<file path="src/rtl/irqv_pkg.sv">
package irqv_pkg;

  // Slot type selected by the lowest offset bit of a register address.
  typedef enum logic {
    SLOT_STATUS = 1'b0,
    SLOT_MASK   = 1'b1
  } slot_e;

endpackage

</file>
<file path="src/rtl/irqv_rst_sync.sv">
module irqv_rst_sync #(
  parameter int unsigned STAGES = 2
) (
  input  logic clk,
  input  logic rst_ni,
  output logic rst_q_n
);

  logic [STAGES-1:0] chain_q;
  logic [STAGES-1:0] chain_d;

  always_comb begin
    chain_d = {chain_q[STAGES-2:0], 1'b1};
  end

  always_ff @(posedge clk or negedge rst_ni) begin
    if (!rst_ni) chain_q <= '0;
    else         chain_q <= chain_d;
  end

  assign rst_q_n = chain_q[STAGES-1];

endmodule

</file>
<file path="src/rtl/irqv_decode.sv">
module irqv_decode
  import irqv_pkg::*;
#(
  parameter int unsigned NSRC = 2,
  parameter int unsigned AW   = 16,
  parameter logic [AW-1:0] BASE_ADDR = 16'h0040
) (
  input  logic [AW-1:0]   addr,
  input  logic            rd_n,
  input  logic            wr_n,
  input  logic            sel_n,
  output logic [NSRC-1:0] sts_rd,
  output logic [NSRC-1:0] sts_wr,
  output logic [NSRC-1:0] msk_rd,
  output logic [NSRC-1:0] msk_wr
);

  localparam int unsigned LW = $clog2(2 * NSRC);
  localparam int unsigned IW = LW - 1;

  logic          blk_hit;
  logic          rd_act;
  logic          wr_act;
  slot_e         slot;
  logic [IW-1:0] idx;

  always_comb begin
    blk_hit = (addr[AW-1:LW] == BASE_ADDR[AW-1:LW]) && !sel_n;
    rd_act  = blk_hit && !rd_n;
    wr_act  = blk_hit && !wr_n;
    slot    = slot_e'(addr[0]);
    idx     = addr[LW-1:1];
  end

  for (genvar i = 0; i < NSRC; i++) begin : g_sel
    always_comb begin
      sts_rd[i] = rd_act && (slot == SLOT_STATUS) && (idx == IW'(i));
      sts_wr[i] = wr_act && (slot == SLOT_STATUS) && (idx == IW'(i));
      msk_rd[i] = rd_act && (slot == SLOT_MASK)   && (idx == IW'(i));
      msk_wr[i] = wr_act && (slot == SLOT_MASK)   && (idx == IW'(i));
    end
  end

endmodule

</file>
<file path="src/rtl/irqv_source.sv">
module irqv_source #(
  parameter int unsigned   DW       = 8,
  parameter logic [DW-1:0] MSK_INIT = '0
) (
  input  logic          clk,
  input  logic          rst_ni,
  input  logic [DW-1:0] set_i,
  input  logic [DW-1:0] wdata,
  input  logic          sts_wr,
  input  logic          msk_wr,
  output logic [DW-1:0] sts_q,
  output logic [DW-1:0] msk_q,
  output logic          flag_q
);

  logic [DW-1:0] clr_v;
  logic [DW-1:0] sts_d;
  logic [DW-1:0] msk_d;
  logic          flag_d;
  logic          msk_en;

  // Next state: clearing overrides a simultaneous set.
  always_comb begin
    clr_v  = {DW{sts_wr}} & wdata;
    sts_d  = (sts_q | set_i) & ~clr_v;
    msk_en = msk_wr;
    msk_d  = wdata;
    flag_d = |(sts_q & ~msk_q);
  end

  always_ff @(posedge clk or negedge rst_ni) begin
    if (!rst_ni) begin
      sts_q  <= '0;
      flag_q <= 1'b0;
    end else begin
      sts_q  <= sts_d;
      flag_q <= flag_d;
    end
  end

  always_ff @(posedge clk or negedge rst_ni) begin
    if (!rst_ni)     msk_q <= MSK_INIT;
    else if (msk_en) msk_q <= msk_d;
  end

endmodule

</file>
<file path="src/rtl/irqv_readmux.sv">
module irqv_readmux #(
  parameter int unsigned NSRC = 2,
  parameter int unsigned DW   = 8,
  parameter logic [NSRC-1:0][DW-1:0] VEC_TABLE = {8'h20, 8'h10}
) (
  input  logic [NSRC-1:0]         flags,
  input  logic [NSRC-1:0]         sts_rd,
  input  logic [NSRC-1:0]         msk_rd,
  input  logic [NSRC-1:0][DW-1:0] sts_q,
  input  logic [NSRC-1:0][DW-1:0] msk_q,
  output logic [DW-1:0]           rdata,
  output logic                    oe
);

  logic [DW-1:0] vec;
  logic [DW-1:0] reg_data;

  // Walk from the highest index down so the lowest pending index wins.
  always_comb begin
    vec = '0;
    for (int i = NSRC - 1; i >= 0; i--) begin
      if (flags[i]) vec = VEC_TABLE[i];
    end
  end

  // Selects are mutually exclusive, so an OR tree serves as the mux.
  always_comb begin
    reg_data = '0;
    for (int i = 0; i < NSRC; i++) begin
      reg_data = reg_data | ({DW{sts_rd[i]}} & sts_q[i])
                          | ({DW{msk_rd[i]}} & msk_q[i]);
    end
  end

  always_comb begin
    oe    = |{sts_rd, msk_rd};
    rdata = oe ? reg_data : vec;
  end

endmodule

</file>
<file path="src/rtl/irqv_top.sv">
module irqv_top #(
  parameter int unsigned NSRC = 2,
  parameter int unsigned DW   = 8,
  parameter int unsigned AW   = 16,
  parameter logic [AW-1:0] BASE_ADDR = 16'h0040,
  parameter logic [NSRC-1:0][DW-1:0] VEC_TABLE = {8'h20, 8'h10},
  parameter logic [NSRC-1:0][DW-1:0] MSK_INIT  = {8'h0F, 8'h00}
) (
  input  logic                    clk,
  input  logic                    rst_n,
  input  logic [AW-1:0]           bus_addr,
  input  logic [DW-1:0]           bus_wdata,
  output logic [DW-1:0]           bus_rdata,
  output logic                    bus_oe,
  input  logic                    bus_rd_n,
  input  logic                    bus_wr_n,
  input  logic                    bus_sel_n,
  input  logic [NSRC-1:0][DW-1:0] src_set,
  output logic                    irq_n
);

  logic                    rst_q_n;
  logic [NSRC-1:0]         sts_rd;
  logic [NSRC-1:0]         sts_wr;
  logic [NSRC-1:0]         msk_rd;
  logic [NSRC-1:0]         msk_wr;
  logic [NSRC-1:0][DW-1:0] sts_q;
  logic [NSRC-1:0][DW-1:0] msk_q;
  logic [NSRC-1:0]         flag_q;

  irqv_rst_sync #(.STAGES(2)) u_rst (
    .clk     (clk),
    .rst_ni  (rst_n),
    .rst_q_n (rst_q_n)
  );

  irqv_decode #(.NSRC(NSRC), .AW(AW), .BASE_ADDR(BASE_ADDR)) u_dec (
    .addr   (bus_addr),
    .rd_n   (bus_rd_n),
    .wr_n   (bus_wr_n),
    .sel_n  (bus_sel_n),
    .sts_rd (sts_rd),
    .sts_wr (sts_wr),
    .msk_rd (msk_rd),
    .msk_wr (msk_wr)
  );

  for (genvar i = 0; i < NSRC; i++) begin : g_src
    irqv_source #(.DW(DW), .MSK_INIT(MSK_INIT[i])) u_src (
      .clk    (clk),
      .rst_ni (rst_q_n),
      .set_i  (src_set[i]),
      .wdata  (bus_wdata),
      .sts_wr (sts_wr[i]),
      .msk_wr (msk_wr[i]),
      .sts_q  (sts_q[i]),
      .msk_q  (msk_q[i]),
      .flag_q (flag_q[i])
    );
  end

  irqv_readmux #(.NSRC(NSRC), .DW(DW), .VEC_TABLE(VEC_TABLE)) u_mux (
    .flags  (flag_q),
    .sts_rd (sts_rd),
    .msk_rd (msk_rd),
    .sts_q  (sts_q),
    .msk_q  (msk_q),
    .rdata  (bus_rdata),
    .oe     (bus_oe)
  );

  assign irq_n = ~(|flag_q);

endmodule

</file>
<file path="config.mk">
export PLATFORM = sky130hd
export DESIGN_NAME = irqv_top
export DESIGN_NICKNAME = d
export VERILOG_FILES = /design/src/rtl/irqv_pkg.sv /design/src/rtl/irqv_rst_sync.sv /design/src/rtl/irqv_decode.sv /design/src/rtl/irqv_source.sv /design/src/rtl/irqv_readmux.sv /design/src/rtl/irqv_top.sv
export SDC_FILE = /design/constraint.sdc
export NUM_CORES = 1
export LEC_CHECK = 0
export ABC_AREA = 1
export BUFFER_PORTS_ARGS = -buffer_cell sky130_fd_sc_hd__buf_4
export CAP_MARGIN = 20
export CELL_PAD_IN_SITES_DETAIL_PLACEMENT = 1
export CELL_PAD_IN_SITES_GLOBAL_PLACEMENT = 2
export CORE_ASPECT_RATIO = 1.2
export CORE_MARGIN = 2
export CORE_UTILIZATION = 29
export DETAILED_ROUTE_END_ITERATION = 10
export PLACE_DENSITY = 0.81
export SETUP_SLACK_MARGIN = 0.05
export SYNTH_ARGS = -nofsm -noshare
export SYNTH_HDL_FRONTEND = slang
export SYNTH_SLANG_ARGS = --single-unit
</file>
<file path="constraint.sdc">
create_clock -name clk -period 1.7 [get_ports clk]
set_clock_uncertainty 0.15 [all_clocks]
set_input_delay 0.17 -clock clk [delete_from_list [all_inputs] [get_ports clk]]
set_output_delay 0.17 -clock clk [all_outputs]
set_load 0.01 [all_outputs]
</file>
==> results.toml <==
[timing]
maxSlewViolCount = 0
rsz0062_at_grt = "true"
period_needed_ns = 1.774
period_share_pct = 104.4
layout_setup_ws_ns = -0.07432
timing.fmax_mhz = 563.6
final-hold-violation-count = 0
whs_ns = 0.01734
finalSetupViolCount = 8
fin_tns_setup_ns = -0.3994

[job]
maxCapViolCount = 0

[pwr]
combPwrFrac_pct = 12.6
power_switching_mw = 0.4087
swShare_pct = 23.78
p_int_mw = 1.310
pwr-share-clk_pct = 37.4
p_seq_share_pct = 50.0
cellLeakagePower_nw = 1.293
ir_drop_mv = 0.3894
p_per_area_mw_per_mm2 = 594.6

[yosys]
synth.avg_cell_area_um2 = 7.762
syn-instance-count = 250
synth.ff_latch_count = 36
ys.flop_type = "dfrtp_1"
yosys_warnings = 0
yosysMostFrequentCell = "nand2_1"
synth_cell_types = 28
synthTopCellsByArea = "dfrtp_1 (41%), nand2_1 (11%), inv_1 (8.5%)"
synth_top_area_cell = "dfrtp_1"
syn_nets = 295
yosysTopAreaCellShare_pct = 41.26
postSynth.asyncResetShare_pct = 100.0
syn-cell-area_mm2 = 0.001941
synth_common_cells = "nand2_1 (55), inv_1 (44), dfrtp_1 (32), o21ai_1 (27), nor2_1 (19)"
seq_area_frac_synth_pct = 46.68
synth_edf_count = 0

[setup_path]
start_kind = "input port"
required_ns = 1.38
worst-path-max-fanout = 7
criticalPathCategory = "input port to output port"
cp-end-kind = "output port"
arrival_ns = 1.45

[routing]
antenna_left = 0
drt-wirelength-per-cell_um = 14.05
totalWireLength_um = 5927
post-route-drc-count = 0
first_pass_iters = 4
viasPerCell = 4.678
drt_iter0_markers = 49
via_count = 1974

[placed_design]
portBuffers = 54
hpwl_um = 4223
post_dp_cell_area_mm2 = 0.002481
place.gp.congestion = 0.7640

[layout]
final_area_mm2 = 0.002890
nets = 381
multi_input_area_um2 = 865.8
syn_to_final_growth_pct = 48.94
diodes = 0
regArea_um2 = 905.9
drive_above_1_share_pct = 30.56
nFillCells = 790

[global_routing]
grt_max_degree = 35
antenna_found_initial = 0
grt_util_all_layers_pct = 17.88
grt_pass1_vias = 2058
overflow = 0
grt_pass1_wl_um = 10110

[clock_tree]
cts_buffers = 5
cts.sinks = 36
cts.path.max_buffers = 2
cts-htree-levels = 2
clk_pin_slew_ns = 0.07
clkLatencyLatePin_ns = 0.29
cts_tree = "done"
root_buffer = "clkbuf_8"

[die]
fp.coreArea_mm2 = 0.006446
die-area_mm2 = 0.007365
initial_utilization_pct = 30.10
die_h_um = 93.61
core.rowCount = 32
io_pins = 55
die_w_um = 78.68

[min_path]
hold_class = "input port to flip-flop"

[status]
status = "finished with violations"
violations = "setup timing"
## per-stage QoR
stage / setup slack [ns] / utilization, % / power [mW] / std cells
2_1_floorplan: 0.2264 / - / 0.9159 / 250
3_3_place_gp: -0.06741 / 38.49 / 1.033 / 392
3_5_place_dp: -0.07569 / 38.49 / 1.034 / 392
4_1_cts: -0.05160 / 43.87 / 1.732 / 421
5_1_grt: -0.1996 / 44.84 / 1.799 / 422
6_report: -0.07432 / 44.84 / 1.719 / 422
## repair_timing
action | CTS | global route
gates resized for setup | 12 | 18
hold buffers | 21 | 0
setup buffers | 0 | 1
hold endpoints to repair | 22 | 0
endpoints found under the setup margin | 8 | 8
pin swaps | 1 | 25
## worst max-delay path, stage by stage
cell and delay [ns]:
buf_6 0.10, nor2_4 0.09, nand2_1 0.06, nor2_2 0.11, nand2_2 0.10, nor2_8 0.16, nand2_4 0.08, nor2_4 0.24
nand2_1 0.09, nand4_1 0.12, buf_4 0.13
## worst paths after layout
path,from,to,slack [ns],cells past startpoint
setup reg to reg,g_src[0].u_src.sts_q[6]$_DFF_PN0_,g_src[0].u_src.flag_q$_DFF_PN0_,0.52,4
max in group asynchronous,u_rst.chain_q[1]$_DFF_PN0_,g_src[1].u_src.msk_q[1]$_DFFE_PN1P_,0.92,1
hold reg to reg,u_rst.chain_q[1]$_DFF_PN0_,g_src[1].u_src.sts_q[6]$_DFF_PN0_,0.12,1
min in group asynchronous,rst_n,u_rst.chain_q[0]$_DFF_PN0_,0.06,2
hold / removal,bus_wdata[7],g_src[0].u_src.msk_q[7]$_DFFE_PN0P_,0.02,3
setup / recovery,bus_addr[12],bus_rdata[6],-0.07,11
## sequential cells by signal, summed over array words and instances (netlist names)
name                flops
g_src.u_src.flag_q      2
g_src.u_src.msk_q      16
g_src.u_src.sts_q      16
u_rst.chain_q           2
## cells in the final DEF, fill, tap and decap left out, types with 7 or more instances in the layout
master,n
nand3_1,17
nand2_1,55
o21ai_0,8
nor2_4,7
nand4_1,10
o21ai_1,27
dfrtp_1,32
inv_1,42
dlygate4sd3_1,21
nor2_1,10
buf_4,49
buf_6,14
## final cells by class
| cell class | count | share of cell area, % |
|---|---|---|
| sequential | 36 | 31.34 |
| timing repair buffer | 84 | 25.45 |
| clock inverter | 1 | 0.2597 |
| clock buffer | 7 | 2.987 |
| multi-input combinational | 161 | 29.96 |
| tap | 85 | 3.680 |
| inverter | 48 | 6.320 |
## routing by layer
layer | wire (um) | global-route usage (%) | vias to the layer above
met5 | 0 | 0 | -
met1 | 2529 | 21.41 | 959
met4 | 74 | 6.433 | 0
met2 | 3095 | 31.91 | 34
li1 | - | - | 975
met3 | 228 | 3.089 | 6
## kinds of logic after synthesis
family / share of synthesized area [%]
compound gates: 11.41
buf+inv: 10.90
simple gates: 30.82
flops: 46.68
other cells: 0.1932
## power groups by stage
stage                     registers [mW]  clock network [mW]  logic [mW]
after floorplan                    0.887                   0      0.0290
after global placement             0.876                   0       0.157
after detailed placement           0.876                   0       0.158
after CTS                          0.859               0.668       0.205
after global routing               0.860               0.704       0.236
final                              0.859               0.643       0.216
No activity file was read; power rests on OpenSTA's default activity.
